[src/rtl/uart_lc_pkg.sv]
package uart_lc_pkg;

  localparam int DIV_W = 12;

  // Field order is the register layout (msb first).
  typedef struct packed {
    logic [1:0]       wlen;
    logic             fifo_en;
    logic             xstop;
    logic             even;
    logic             par_en;
    logic             brk;
    logic [DIV_W-1:0] div;
  } lc_cfg_t;

  localparam int CTRL_W  = $bits(lc_cfg_t);
  localparam int BRK_BIT = DIV_W;

  typedef enum logic [2:0] {
    ST_IDLE,
    ST_START,
    ST_DATA,
    ST_PAR,
    ST_STOP
  } tx_state_t;

endpackage

[src/rtl/uart_lc_baud.sv]
module uart_lc_baud #(
  parameter int DIV_W = 12,
  parameter int OVS   = 16
) (
  input  logic             clk,
  input  logic             rst_ni,
  input  logic             run,
  input  logic [DIV_W-1:0] div,
  output logic             bit_tick
);
  localparam int SUB_W  = $clog2(OVS);
  localparam int SPAN_W = DIV_W + SUB_W + 1;

  logic [DIV_W-1:0] pre_q, pre_d;
  logic [SUB_W-1:0] sub_q, sub_d;
  logic             tick16;

  always_comb begin
    pre_d    = pre_q;
    sub_d    = sub_q;
    tick16   = 1'b0;
    bit_tick = 1'b0;
    if (!run) begin
      pre_d = '0;
      sub_d = '0;
    end else if (pre_q == div) begin
      tick16 = 1'b1;
      pre_d  = '0;
      if (sub_q == SUB_W'(OVS - 1)) begin
        sub_d    = '0;
        bit_tick = 1'b1;
      end else begin
        sub_d = sub_q + SUB_W'(1);
      end
    end else begin
      pre_d = pre_q + DIV_W'(1);
    end
  end

  always_ff @(posedge clk or negedge rst_ni) begin
    if (!rst_ni) begin
      pre_q <= '0;
      sub_q <= '0;
    end else begin
      pre_q <= pre_d;
      sub_q <= sub_d;
    end
  end

  // Checker: independent span counter between bit ticks.
  logic [SPAN_W-1:0] span_q;
  logic [SPAN_W-1:0] span_exp;
  assign span_exp = ((SPAN_W'(div) + SPAN_W'(1)) * SPAN_W'(OVS)) - SPAN_W'(1);

  always_ff @(posedge clk or negedge rst_ni) begin
    if (!rst_ni)               span_q <= '0;
    else if (!run || bit_tick) span_q <= '0;
    else                       span_q <= span_q + SPAN_W'(1);
  end

  assert_bit_span_R2: assert property (@(posedge clk) disable iff (!rst_ni)
    bit_tick |-> span_q == span_exp);

  assert_tick_needs_sub_R2: assert property (@(posedge clk) disable iff (!rst_ni)
    bit_tick |-> tick16);

endmodule

[src/rtl/uart_lc_fifo.sv]
module uart_lc_fifo #(
  parameter int DEPTH = 16,
  parameter int W     = 8
) (
  input  logic         clk,
  input  logic         rst_ni,
  input  logic         deep,
  input  logic         wr,
  input  logic [W-1:0] wdata,
  input  logic         rd,
  output logic [W-1:0] rdata,
  output logic         empty,
  output logic         full,
  output logic         ovf
);
  localparam int AW = (DEPTH > 1) ? $clog2(DEPTH) : 1;
  localparam int CW = $clog2(DEPTH + 1);

  logic [W-1:0]  mem [DEPTH];
  logic [AW-1:0] wptr_q, wptr_d, rptr_q, rptr_d;
  logic [CW-1:0] cnt_q, cnt_d;
  logic          ovf_q, ovf_d;
  logic          accept, take;

  assign empty  = (cnt_q == '0);
  assign full   = deep ? (cnt_q == CW'(DEPTH)) : !empty;
  assign accept = wr && !full;
  assign take   = rd && !empty;
  assign rdata  = mem[rptr_q];
  assign ovf    = ovf_q;

  always_comb begin
    wptr_d = wptr_q;
    rptr_d = rptr_q;
    cnt_d  = cnt_q;
    ovf_d  = ovf_q | (wr && full);
    if (accept) wptr_d = (wptr_q == AW'(DEPTH - 1)) ? '0 : wptr_q + AW'(1);
    if (take)   rptr_d = (rptr_q == AW'(DEPTH - 1)) ? '0 : rptr_q + AW'(1);
    if (accept && !take)      cnt_d = cnt_q + CW'(1);
    else if (take && !accept) cnt_d = cnt_q - CW'(1);
  end

  always_ff @(posedge clk or negedge rst_ni) begin
    if (!rst_ni) begin
      wptr_q <= '0;
      rptr_q <= '0;
      cnt_q  <= '0;
      ovf_q  <= 1'b0;
    end else begin
      wptr_q <= wptr_d;
      rptr_q <= rptr_d;
      cnt_q  <= cnt_d;
      ovf_q  <= ovf_d;
    end
  end

  always_ff @(posedge clk) begin
    if (accept) mem[wptr_q] <= wdata;
  end

  assert_no_overflow_R9: assert property (@(posedge clk) disable iff (!rst_ni)
    cnt_q <= CW'(DEPTH));

  assert_drop_keeps_count_R11: assert property (@(posedge clk) disable iff (!rst_ni)
    (wr && full && !rd) |=> cnt_q == $past(cnt_q));

  assert_ovf_sticky_R11: assert property (@(posedge clk) disable iff (!rst_ni)
    ovf_q |=> ovf_q);

  assert_single_slot_R10: assert property (@(posedge clk) disable iff (!rst_ni)
    (!deep && wr && !empty) |=> cnt_q <= $past(cnt_q));

endmodule

[src/rtl/uart_lc_framer.sv]
module uart_lc_framer
  import uart_lc_pkg::*;
#(
  parameter int W = 8
) (
  input  logic         clk,
  input  logic         rst_ni,
  input  logic [1:0]   wlen,
  input  logic         par_en,
  input  logic         even,
  input  logic         xstop,
  input  logic         avail,
  input  logic [W-1:0] byte_in,
  input  logic         bit_tick,
  output logic         pop,
  output logic         run,
  output logic         line
);
  tx_state_t    st_q, st_d;
  logic [W-1:0] sh_q, sh_d;
  logic [2:0]   bc_q, bc_d;
  logic         par_q, par_d;
  logic         sc_q, sc_d;
  logic [3:0]   nbits;
  logic         last_bit;

  assign nbits    = 4'd5 + {2'b00, wlen};
  assign last_bit = ({1'b0, bc_q} == (nbits - 4'd1));
  assign run      = (st_q != ST_IDLE);

  always_comb begin
    st_d  = st_q;
    sh_d  = sh_q;
    bc_d  = bc_q;
    par_d = par_q;
    sc_d  = sc_q;
    pop   = 1'b0;
    case (st_q)
      ST_IDLE: if (avail) begin
        pop   = 1'b1;
        sh_d  = byte_in;
        bc_d  = '0;
        par_d = 1'b0;
        st_d  = ST_START;
      end
      ST_START: if (bit_tick) st_d = ST_DATA;
      ST_DATA: if (bit_tick) begin
        par_d = par_q ^ sh_q[0];
        sh_d  = sh_q >> 1;
        if (last_bit) begin
          sc_d = 1'b0;
          st_d = par_en ? ST_PAR : ST_STOP;
        end else begin
          bc_d = bc_q + 3'd1;
        end
      end
      ST_PAR: if (bit_tick) begin
        sc_d = 1'b0;
        st_d = ST_STOP;
      end
      ST_STOP: if (bit_tick) begin
        if (xstop && !sc_q) sc_d = 1'b1;
        else                st_d = ST_IDLE;
      end
      default: st_d = ST_IDLE;
    endcase
  end

  always_comb begin
    case (st_q)
      ST_START: line = 1'b1;
      ST_DATA:  line = ~sh_q[0];
      ST_PAR:   line = ~(even ? par_q : ~par_q);
      default:  line = 1'b0;
    endcase
  end

  always_ff @(posedge clk or negedge rst_ni) begin
    if (!rst_ni) begin
      st_q  <= ST_IDLE;
      sh_q  <= '0;
      bc_q  <= '0;
      par_q <= 1'b0;
      sc_q  <= 1'b0;
    end else begin
      st_q  <= st_d;
      sh_q  <= sh_d;
      bc_q  <= bc_d;
      par_q <= par_d;
      sc_q  <= sc_d;
    end
  end

  assert_bitcnt_range_R5: assert property (@(posedge clk) disable iff (!rst_ni)
    (st_q == ST_DATA) |-> ({1'b0, bc_q} < nbits));

  assert_start_after_pop_R4: assert property (@(posedge clk) disable iff (!rst_ni)
    pop |=> (st_q == ST_START));

  assert_parity_only_enabled_R6: assert property (@(posedge clk) disable iff (!rst_ni)
    (st_q == ST_PAR) |-> par_en);

endmodule

[src/rtl/uart_tx_linectl.sv]
module uart_tx_linectl
  import uart_lc_pkg::*;
#(
  parameter int FIFO_DEPTH = 16,
  parameter int OVS        = 16
) (
  input  logic              clk,
  input  logic              rst_n,
  input  logic              zero_div_ok,
  input  logic              ctrl_we,
  input  logic [CTRL_W-1:0] ctrl_wdata,
  input  logic              data_we,
  input  logic [7:0]        data_wdata,
  output logic              tx_full,
  output logic              tx_busy,
  output logic              tx_overflow,
  output logic              txd
);
  localparam int      DW        = 8;
  localparam lc_cfg_t RESET_CFG = lc_cfg_t'({{(CTRL_W - DIV_W){1'b0}}, DIV_W'(1)});

  // Reset: asserted asynchronously, released on a clock edge.
  logic [1:0] rsync_q;
  logic       rst_ni;

  always_ff @(posedge clk or negedge rst_n) begin
    if (!rst_n) rsync_q <= 2'b00;
    else        rsync_q <= {rsync_q[0], 1'b1};
  end
  assign rst_ni = rsync_q[1];

  // Pending word (written) and active word (frozen per frame).
  lc_cfg_t pend_q, pend_d, act_q, act_d, wr_cfg;
  logic    run, pop, empty, line, bit_tick;
  logic [DW-1:0] head;

  assign wr_cfg = lc_cfg_t'(ctrl_wdata);

  always_comb begin
    pend_d = pend_q;
    if (ctrl_we) begin
      pend_d = wr_cfg;
      if (!zero_div_ok && (wr_cfg.div == '0)) pend_d.div = pend_q.div;
    end
    act_d = run ? act_q : pend_q;
  end

  always_ff @(posedge clk or negedge rst_ni) begin
    if (!rst_ni) begin
      pend_q <= RESET_CFG;
      act_q  <= RESET_CFG;
    end else begin
      pend_q <= pend_d;
      act_q  <= act_d;
    end
  end

  uart_lc_fifo #(.DEPTH(FIFO_DEPTH), .W(DW)) u_fifo (
    .clk    (clk),
    .rst_ni (rst_ni),
    .deep   (act_q.fifo_en),
    .wr     (data_we),
    .wdata  (data_wdata),
    .rd     (pop),
    .rdata  (head),
    .empty  (empty),
    .full   (tx_full),
    .ovf    (tx_overflow)
  );

  uart_lc_baud #(.DIV_W(DIV_W), .OVS(OVS)) u_baud (
    .clk      (clk),
    .rst_ni   (rst_ni),
    .run      (run),
    .div      (act_q.div),
    .bit_tick (bit_tick)
  );

  uart_lc_framer #(.W(DW)) u_framer (
    .clk      (clk),
    .rst_ni   (rst_ni),
    .wlen     (act_q.wlen),
    .par_en   (act_q.par_en),
    .even     (act_q.even),
    .xstop    (act_q.xstop),
    .avail    (!empty),
    .byte_in  (head),
    .bit_tick (bit_tick),
    .pop      (pop),
    .run      (run),
    .line     (line)
  );

  assign tx_busy = run || !empty;
  assign txd     = pend_q.brk ? 1'b1 : line;

  assert_break_now_R8: assert property (@(posedge clk) disable iff (!rst_ni)
    (ctrl_we && ctrl_wdata[BRK_BIT]) |=> txd);

  assert_cfg_frozen_R12: assert property (@(posedge clk) disable iff (!rst_ni)
    (run && $past(run)) |-> $stable(act_q));

  assert_zero_div_kept_R3: assert property (@(posedge clk) disable iff (!rst_ni)
    (ctrl_we && !zero_div_ok && (ctrl_wdata[DIV_W-1:0] == '0)) |=> pend_q.div == $past(pend_q.div));

  assert_idle_low_R4: assert property (@(posedge clk) disable iff (!rst_ni)
    (!tx_busy && !pend_q.brk) |-> !txd);

endmodule

[config.mk]
export PLATFORM = sky130hd
export DESIGN_NAME = uart_tx_linectl
export DESIGN_NICKNAME = d
export VERILOG_FILES = /design/src/rtl/uart_lc_pkg.sv /design/src/rtl/uart_lc_baud.sv /design/src/rtl/uart_lc_fifo.sv /design/src/rtl/uart_lc_framer.sv /design/src/rtl/uart_tx_linectl.sv
export SDC_FILE = /design/constraint.sdc
export NUM_CORES = 1
export LEC_CHECK = 0
export BUFFER_PORTS_ARGS = -buffer_cell sky130_fd_sc_hd__buf_2
export CAP_MARGIN = 20
export CORE_UTILIZATION = 25
export CTS_BUF_LIST = sky130_fd_sc_hd__clkbuf_16
export CTS_CLUSTER_SIZE = 14
export DETAILED_ROUTE_END_ITERATION = 16
export SYNTH_ARGS = -nofsm -noshare
export SYNTH_HDL_FRONTEND = slang
export SYNTH_SLANG_ARGS = --single-unit
[constraint.sdc]
create_clock -name clk -period 5.7 [get_ports clk]
set_input_delay 1.14 -clock clk [delete_from_list [all_inputs] [get_ports clk]]
set_output_delay 1.14 -clock clk [all_outputs]
set_load 0.005 [all_outputs]
==> metrics.yaml, run 1 <==
timing:
  timing.setup.tns_ns: 0
  grt_setup_unrepaired: "false"
  fin_worst_skew_ns: 0.00986
  final_cycle_share_pct: 63.1
  timing.final.max_slew_violations: 0
  max_clock_freq_mhz: 278
  period_minus_slack_ns: 3.60
  tightest_slew_margin_relative_to_the_limit_pct: 30.3
  tightestPinTransition_ns: 1.04
  setup_violations: 0
  hold_viol: 0
grt:
  grt_remaining_overflow: 0
  grt_pass1_wl_um: 29600
  grt_util_all_layers_pct: 9.95
  antenna_violations_before_repair: 0
  pin_count_of_the_biggest_net_entering_global_routing: 84
  vias_in_the_first_global_route: 5182
yosys:
  ys_types: 60
  synthAdderAreaFrac_pct: 1.86
  ys_warn_count: 0
  ys.flop_type: "edfxtp_1"
  synth-compound-area-share_pct: 6.67
  synth_seq_cells: 213
  synth_mux_area_share_pct: 9.72
  synth_cells: 659
  syn_area_per_cell_um2: 13.9
  xor_xnor_share_of_the_synthesized_area_pct: 3.16
  synth_async_sr_flop_share_pct: 39.9
  synthesis.area_mm2: 0.00915
  synth-simple-area-share_pct: 10.7
  synth_enable_flop_cells: 128
  synth_seq_area_share_pct: 65.3
  synthesis.nets: 704
  synth_top_family_by_area: "simple AND/OR/NAND/NOR gates"
setup_path:
  cp-end-kind: "output pin"
  crit_path_start_kind: "register"
  worst-path-max-fanout: 22
  worstPathArrival_ns: 2.46
  critPathRequiredTime_ns: 4.56
  worstSetupPathType: "reg2out"
route:
  drt-wirelength-per-cell_um: 15.9
  route.vias.total: 5257
  routed_via_density: 4.49
  drt_pass1_iterations: 5
  drt_drc_violations_left: 0
  number_of_antenna_violating_nets_in_the_routed_design: 0
  final_routed_wirelength_across_all_metal_layers_um: 18600
  drtIter0Drc: 305
finish:
  area_grow_syn2layout_pct: 15.0
  stdcell_area_mm2: 0.0105
  layout.cells.non_filler: 1170
  layout.nets: 739
  fraction_of_layout_instances_using_a_drive_strength_above_1_pct: 20.3
  antennaDiodeCount: 0
placement:
  placement.cell_area_mm2: 0.00980
  dp_hpwl_um: 12200
  dp_cells: 1130
  io_buffers: 35
  gpl.final_weighted_congestion: 0.737
clock_network:
  ctsResizeCount: 0
  clock_path_buffers: 3
  number_of_buffers_created_by_cts: 22
  clock_tree.root_cell: "clkbuf_16"
  cts_tree: "built"
  hold_buffers: 0
  cts_num_sinks: 213
  post_cts.repair.setup_buffers: 0
  htree_num_levels: 1
  clk-insertion-delay-late_ns: 0.49
  cts.clk_slew.worst_paths_ns: 0.06
power:
  ir_worst_vdd_mv: 0.174
  leakagePower_uw: 0.00391
  pwr_density_mw_per_mm2: 431
floorplan:
  floorplan.core_area_mm2: 0.0358
  ios: 36
  die_height_um: 193
  fp.dieW_um: 193
  initial_core_util_pct: 25.5
  fp.dieArea_mm2: 0.0374
  row_count: 69
job:
  max-cap-violations: 0
run_status:
  status: "finished, final reports clean"
worst_hold_path:
  timing.hold.worst.class: "reg2async"
## state kept, by name (all words and copies together), names as in the netlist
register and count:
u_fifo.wptr_q 4, u_framer.bc_q 3, rsync_q 2, u_fifo.mem 128, u_fifo.ovf 1, u_framer.sc_q 1
u_framer.par_q 1, u_fifo.cnt_q 5, u_framer.sh_q 8, u_framer.st_q 3, u_baud.pre_q 12, act_q 18
pend_q 19, u_fifo.rptr_q 4, u_baud.sub_q 4
## path summary, 6_finish.rpt
path | slack, ns | from | cells past startpoint | to
setup / recovery | 2.10 | u_framer.st_q[1] | 4 | tx_busy
hold / removal | 0.21 | rsync_q[1] | 0 | pend_q[15]
setup reg to reg | 2.39 | u_fifo.cnt_q[0] | 11 | u_fifo.cnt_q[4]
hold reg to reg | 0.21 | rsync_q[1] | 0 | pend_q[15]
max in group asynchronous | 4.89 | rsync_q[1] | 1 | u_fifo.rptr_q[1]
min in group clk | 0.35 | rsync_q[0] | 0 | rsync_q[1]
## report_power, final
| part | leakage, µW | internal, µW | switching [µW] | total [µW] |
|---|---|---|---|---|
| registers | 0.00220 | 1870 | 236 | 2110 |
| logic | 0.00134 | 479 | 566 | 1040 |
| clock network | 0.000364 | 816 | 563 | 1380 |
## kinds of logic (layout without fill, tap and decap cells)
family	after synthesis	in the layout
flip-flops	213	213
AND/OR/NAND/NOR	193	193
AO/OA/AOI/OAI	87	87
multiplexers	70	70
buffers and inverters	49	99
XOR/XNOR	33	33
adder cells (fa/ha/maj)	13	13
other	1	1
## routing by layer
metal | part of all wire (%) | track usage, % | up-vias
li1 | - | - | 2512
met1 | 47 | 13.8 | 2620
met2 | 48 | 16.3 | 103
met3 | 3.4 | 1.26 | 22
met4 | 1.9 | 2.90 | 0
met5 | 0 | 0 | -
## final cells by class
cell class / instances / area [µm²]
clock inverter: 16 / 119
timing repair buffer: 44 / 263
inverter: 16 / 60.1
multi-input combinational: 397 / 2950
clock buffer: 23 / 576
fill: 3560 / 25300
sequential: 213 / 5980
tap: 461 / 577
## placed cells by master (no fill, tap or decap), drive strengths merged, types with 10 or more instances in the layout
| cell | netlist | routed |
|---|---|---|
| nand2 | 79 | 79 |
| dfrtp | 83 | 83 |
| buf | 22 | 44 |
| nor2 | 32 | 32 |
| mux4 | 11 | 11 |
| ha | 12 | 12 |
| clkbuf | 11 | 23 |
| clkinv | 1 | 10 |
| mux2 | 41 | 41 |
| inv | 15 | 20 |
| xor2 | 21 | 21 |
| xnor2 | 12 | 12 |
| nor3 | 12 | 12 |
| mux2i | 18 | 18 |
| a21oi | 10 | 10 |
| o21ai | 21 | 21 |
| o32ai | 14 | 14 |
| edfxtp | 128 | 128 |
| nand3 | 16 | 16 |
## through the flow
| step | util, % | hold slack [ns] | setup WS, ns | total power (µW) |
|---|---|---|---|---|
| 6_report | 29.4 | 0.214 | 2.10 | 4530 |
| 3_5_place_dp | 27.3 | 0.343 | 2.40 | 3200 |
| 3_3_place_gp | 27.3 | 0.338 | 2.47 | 3170 |
| 4_1_cts | 29.3 | 0.356 | 2.07 | 4590 |
| 2_1_floorplan | - | 0.331 | 2.74 | 2910 |
| 5_1_grt | 29.4 | 0.245 | 1.97 | 4790 |
## critical path, stage by stage (launching register included)
cell	delay, ns
dfrtp_1	0.46
or3_1	0.72
nor3_1	0.47
inv_1	0.15
buf_2	0.16
## synth_stat cells, drive strengths merged (11+ instances only)
| cell type | number | area share [%] |
|---|---|---|
| edfxtp | 128 | 42 |
| dfrtp | 83 | 23 |
| nand2 | 79 | 3.3 |
| mux2 | 41 | 5.0 |
| nor2 | 32 | 1.3 |
| buf | 22 | 1.4 |
| o21ai | 21 | 1.1 |
| xor2 | 21 | 2.0 |
| mux2i | 18 | 2.0 |
| nand3 | 16 | 0.93 |
| inv | 15 | 0.62 |
| o32ai | 14 | 1.3 |
| ha | 12 | 1.6 |
| nor3 | 12 | 0.71 |
| xnor2 | 12 | 1.1 |
| clkbuf | 11 | 0.45 |
| mux4 | 11 | 2.7 |
No activity file was read; power rests on OpenSTA's default activity.
==> inputs of run 2 (changes only) <==
==> constraint.sdc (replaced) <==
create_clock -name clk -period 3.2 [get_ports clk]
set_input_delay 0.64 -clock clk [delete_from_list [all_inputs] [get_ports clk]]
set_output_delay 0.64 -clock clk [all_outputs]
set_load 0.005 [all_outputs]
==> run 2 against run 1 <==
Compared with the run above: clock skew grew 0.0055 ns; sequential cell count is the same; critical endpoint is now u_fifo.cnt_q[4]; global-route usage grew 0.34 points; combinational power grew 88%; first-iteration DRC count grew 32%; critical path type is now reg2reg; final area grew 0.95%; clock-buffer cell count shrank 1.
==> metrics.yaml, run 2 (same netlist as run 1, synthesis figures left out) <==
timing:
  hold_viol: 0
  max_clock_freq_mhz: 333
  tightestPinTransition_ns: 0.781
  setup_ws_ns: 0.199
  tightest_slew_margin_relative_to_the_limit_pct: 47.9
  timing.setup.tns_ns: 0
  fin_worst_skew_ns: 0.0154
  setup_violations: 0
  period_minus_slack_ns: 3.00
  grt_setup_unrepaired: "false"
  final_cycle_share_pct: 93.8
  timing.final.max_slew_violations: 0
run_status:
  status: "finished, final reports clean"
power:
  pwr_density_mw_per_mm2: 764
  ir_worst_vdd_mv: 0.315
  leakagePower_uw: 0.00395
  power.total_uw: 8110
setup_path:
  critPathRequiredTime_ns: 3.59
  worst-path-max-fanout: 7
  slowest_stage: "or4_4"
  slowest_delay_ns: 0.58
  worstPathCellList: "or4_4 -> mux2i_2 -> nand2_2 -> clkinv_1 -> ha_1 -> inv_1 -> fa_1 -> a21o_1 -> a21oi_1 -> xnor2_1 -> nor2_1 -> xor2_1"
  cp-end-kind: "register"
  worstSetupPathType: "reg2reg"
  family_with_the_most_delay_on_the_worst_path: "simple AND/OR/NAND/NOR gates"
  crit_buf_inv: 2
  worstPathArrival_ns: 3.39
  crit_path_start_kind: "register"
clock_network:
  htree_num_levels: 1
  cts.clk_slew.worst_paths_ns: 0.06
  clock_tree.root_cell: "clkbuf_16"
  cts_num_sinks: 213
  number_of_buffers_created_by_cts: 22
  cts_tree: "built"
  clk-insertion-delay-late_ns: 0.51
  clock_path_buffers: 3
floorplan:
  die_height_um: 193
  fp.dieArea_mm2: 0.0374
  row_count: 69
  floorplan.core_area_mm2: 0.0358
  fp.dieW_um: 193
  initial_core_util_pct: 25.5
  ios: 36
finish:
  antennaDiodeCount: 0
  fraction_of_layout_instances_using_a_drive_strength_above_1_pct: 22.0
  layout_top_registers: "u_fifo.mem (128), pend_q (19), act_q (18)"
  fill_cells: 3553
  largest_register: "u_fifo.mem"
  multiInputGateArea_mm2: 0.00295
  layout_common_cells: "128 x edfxtp_1, 81 x dfrtp_1, 78 x nand2_1, 41 x mux2_2, 35 x buf_2"
  register_area_mm2: 0.00598
  area_grow_syn2layout_pct: 16.1
  largest_register_ffs: 128
  layout.nets: 755
  commonest_non_fill_non_tap_cell_in_the_layout: "edfxtp_1"
grt:
  antenna_violations_before_repair: 0
  grt_util_all_layers_pct: 10.3
  grt_pass1_wl_um: 30600
  grt_remaining_overflow: 0
  pin_count_of_the_biggest_net_entering_global_routing: 40
  vias_in_the_first_global_route: 5345
placement:
  io_buffers: 35
  dp_hpwl_um: 12600
  post-place-ws_ns: 0.204
  gpl.final_weighted_congestion: 0.780
route:
  route.vias.total: 5347
  drt_drc_violations_left: 0
  number_of_antenna_violating_nets_in_the_routed_design: 0
  routed_via_density: 4.50
  final_routed_wirelength_across_all_metal_layers_um: 19100
  drt_pass1_iterations: 5
  drtIter0Drc: 402
  drt-wirelength-per-cell_um: 16.1
worst_hold_path:
  timing.hold.worst.class: "reg2async"
job:
  max-cap-violations: 0
run 2: power by group:
part           switching (µW)  internal (µW)
registers                 429           3330
clock network            1050           1340
logic                    1040            923
run 2: worst paths after layout:
path / start / to / slack [ns] / cells past startpoint
setup / recovery: u_fifo.cnt_q[0] / u_fifo.cnt_q[4] / 0.20 / 12
hold / removal: rsync_q[1] / pend_q[18] / 0.32 / 0
setup reg to reg: u_fifo.cnt_q[0] / u_fifo.cnt_q[4] / 0.20 / 12
hold reg to reg: rsync_q[1] / pend_q[18] / 0.32 / 0
max in group asynchronous: rsync_q[1] / act_q[0] / 2.11 / 1
min in group clk: rsync_q[0] / rsync_q[1] / 0.36 / 0
run 2: through the flow:
stage          hold WS [ns]  instance area (µm²)  utilization (%)  instances
5_1_grt               0.353                10600             29.6       1187
3_3_place_gp          0.340                 9920             27.7       1145
3_5_place_dp          0.344                 9930             27.7       1146
2_1_floorplan         0.331                 9150                -        659
6_report              0.324                10600             29.6       1187
4_1_cts               0.348                10600             29.6       1187
run 2: final cells by class:
cell class,count,share of cell area (%)
clock inverter,18,1.18
clock buffer,22,5.18
multi-input combinational,397,27.8
sequential,213,56.3
timing repair buffer,60,3.56
tap,461,5.43
inverter,16,0.566
run 2: worst register-to-register path, stage by stage (launching register included):
cell and delay [ns]:
dfrtp_1 0.43, or4_4 0.58, mux2i_2 0.23, nand2_2 0.16, clkinv_1 0.09, ha_1 0.18, inv_1 0.11, fa_1 0.41
a21o_1 0.17, a21oi_1 0.17, xnor2_1 0.13, nor2_1 0.06, xor2_1 0.14
run 2: what timing repair did:
action	in CTS	in global routing
hold endpoints to repair	2	0
hold buffers	1	0
setup endpoints to repair	0	1
resized for setup	0	1
buffers inserted	0	0
run 2: metal layers:
metal,up-vias,global-route usage [%],share of wire (%)
met4,0,3.05,1.8
met5,-,0,0
met2,82,16.5,47
met1,2705,14.5,47
li1,2538,-,-
met3,22,1.29,3.7
==> inputs of run 3 (changes only) <==
--- a/config.mk
+++ b/config.mk
@@ -5,12 +5,12 @@
 export SDC_FILE = /design/constraint.sdc
 export NUM_CORES = 1
 export LEC_CHECK = 0
-export BUFFER_PORTS_ARGS = -buffer_cell sky130_fd_sc_hd__buf_2
 export CAP_MARGIN = 20
 export CORE_UTILIZATION = 25
 export CTS_BUF_LIST = sky130_fd_sc_hd__clkbuf_16
 export CTS_CLUSTER_SIZE = 14
 export DETAILED_ROUTE_END_ITERATION = 16
+export DONT_BUFFER_PORTS = 1
 export SYNTH_ARGS = -nofsm -noshare
 export SYNTH_HDL_FRONTEND = slang
 export SYNTH_SLANG_ARGS = --single-unit
==> run 3 against run 2 <==
Compared with the run above: wire length shrank 2.7%; clock-buffer cell count fell by 1; clock power down 6%; via count shrank 2.4%; non-clock buffer count decreased by 35; setup slack better by 0.062 ns; clock skew shrank 0.0033 ns; hold slack worse by 0.086 ns; largest cell class unchanged; largest power group unchanged.
==> metrics.yaml, run 3 (same netlist as run 1, synthesis figures left out) <==
route:
  drt_pass1_iterations: 5
  drt-wirelength-per-cell_um: 16.1
  final_routed_wirelength_across_all_metal_layers_um: 18600
  drt_drc_violations_left: 0
  number_of_antenna_violating_nets_in_the_routed_design: 0
  routed_via_density: 4.53
  route.vias.total: 5218
  drtIter0Drc: 330
clock_network:
  cts_tree: "built"
  htree_num_levels: 1
  number_of_buffers_created_by_cts: 21
  cts.clk_slew.worst_paths_ns: 0.06
  cts_num_sinks: 213
  clk-insertion-delay-late_ns: 0.50
  clock_path_buffers: 3
  clock_tree.root_cell: "clkbuf_16"
timing:
  final_cycle_share_pct: 91.8
  whs_ns: 0.238
  grt_setup_unrepaired: "false"
  setup_violations: 0
  timing.setup.tns_ns: 0
  tightestPinTransition_ns: 0.738
  hold_viol: 0
  max_clock_freq_mhz: 340
  timing.final.max_slew_violations: 0
  fin_worst_skew_ns: 0.0121
  setup_ws_ns: 0.261
  period_minus_slack_ns: 2.94
  tightest_slew_margin_relative_to_the_limit_pct: 49.5
setup_path:
  crit_buf_inv: 2
  crit_path_most_repeated_cell: "ha_1"
  worstSetupPathType: "reg2reg"
  worst-path-max-fanout: 7
  crit_path_start_kind: "register"
  worstPathArrival_ns: 3.31
  slowest_delay_ns: 0.59
  slowest_stage: "or4_4"
  cp-end-kind: "register"
  critPathRequiredTime_ns: 3.57
  rrSetupSlack_ns: 0.26
  worstPathCellList: "or4_4 -> mux2i_4 -> nand2_2 -> clkinv_1 -> ha_1 -> inv_2 -> ha_1 -> a21o_1 -> a21oi_1 -> xnor2_1 -> nor2_1 -> xor2_1"
  family_with_the_most_delay_on_the_worst_path: "simple AND/OR/NAND/NOR gates"
finish:
  layout.cells.non_filler: 1153
  commonest_non_fill_non_tap_cell_in_the_layout: "edfxtp_1"
  fraction_of_layout_instances_using_a_drive_strength_above_1_pct: 17.4
  layout_top_registers: "u_fifo.mem (128), pend_q (19), act_q (18)"
  layout_common_cells: "128 x edfxtp_1, 81 x dfrtp_1, 78 x nand2_1, 41 x mux2_2, 32 x nor2_1"
  largest_register: "u_fifo.mem"
  fill_cells: 3549
  largest_register_ffs: 128
  layout.nets: 719
  area_grow_syn2layout_pct: 13.7
run_status:
  status: "finished, final reports clean"
power:
  leakagePower_uw: 0.00382
  pwr_density_mw_per_mm2: 762
  ir_worst_vdd_mv: 0.295
placement:
  io_buffers: 0
  post-place-ws_ns: 0.133
  dp_cells: 1110
  gpl.final_weighted_congestion: 0.785
  dp_hpwl_um: 12800
grt:
  grt_util_all_layers_pct: 10.0
  pin_count_of_the_biggest_net_entering_global_routing: 39
  vias_in_the_first_global_route: 5297
  antenna_violations_before_repair: 3
  grt_remaining_overflow: 0
  grt_pass1_wl_um: 29900
floorplan:
  ios: 36
  row_count: 69
  floorplan.core_area_mm2: 0.0358
  initial_core_util_pct: 25.5
  die_height_um: 193
  fp.dieArea_mm2: 0.0374
  fp.dieW_um: 193
job:
  max-cap-violations: 0
worst_hold_path:
  timing.hold.worst.class: "in2reg"
-- run 3: cell count changes in the layout (fill, tap and decap cells not counted), sizes merged --
cell	change
inv	+4
clkinvlp	-3
clkinv	-2
buf	-35
clkbuf	-1
diode	+3
-- run 3: metal layers --
layer / track usage [%] / wire [µm] / vias to the layer above
li1: - / - / 2466
met1: 13.5 / 8830 / 2618
met2: 16.3 / 8610 / 107
met3: 1.48 / 741 / 27
met4: 3.41 / 431 / 0
met5: 0 / 0 / -
-- run 3: final cells by class --
cell class / count / area, µm² / share of cell area (%)
Antenna cell: 3 / 7.51 / 0.0722
Clock buffer: 21 / 526 / 5.05
Clock inverter: 17 / 96.3 / 0.926
Inverter: 16 / 60.1 / 0.577
Multi-Input combinational cell: 397 / 2960 / 28.4
Sequential cell: 213 / 5980 / 57.5
Tap cell: 461 / 577 / 5.54
Timing Repair Buffer: 25 / 200 / 1.92
-- run 3: where the power goes --
part | internal [µW] | switching [µW]
Sequential | 3330 | 411
Clock | 1270 | 971
Combinational | 909 | 1030
-- run 3: worst paths after layout --
check	endpoint	depth (start not counted)	start
worst max-delay path	u_fifo.cnt_q[4]	12	u_fifo.cnt_q[0]
worst min-delay path	u_fifo.mem[4][5]	0	data_wdata[5]
worst max register to register	u_fifo.cnt_q[4]	12	u_fifo.cnt_q[0]
worst min register to register	pend_q[18]	0	rsync_q[1]
max in group asynchronous	act_q[0]	1	rsync_q[1]
min in group asynchronous	pend_q[18]	0	rsync_q[1]
-- run 3: metrics by stage --
stage / total power [µW] / cell area [µm²] / util (%)
floorplan: 5180 / 9150 / -
global placement: 5700 / 9750 / 27.2
detailed placement: 5740 / 9750 / 27.2
CTS: 8000 / 10400 / 29.0
global route: 8360 / 10400 / 29.0
finish: 7920 / 10400 / 29.0
-- run 3: repair_timing --
item | 4_1_cts | 5_1_grt
hold endpoints to repair | 2 | 0
hold buffers | 1 | 0
setup buffers | 0 | 0
resized for setup | 0 | 3
setup endpoints to repair | 0 | 1
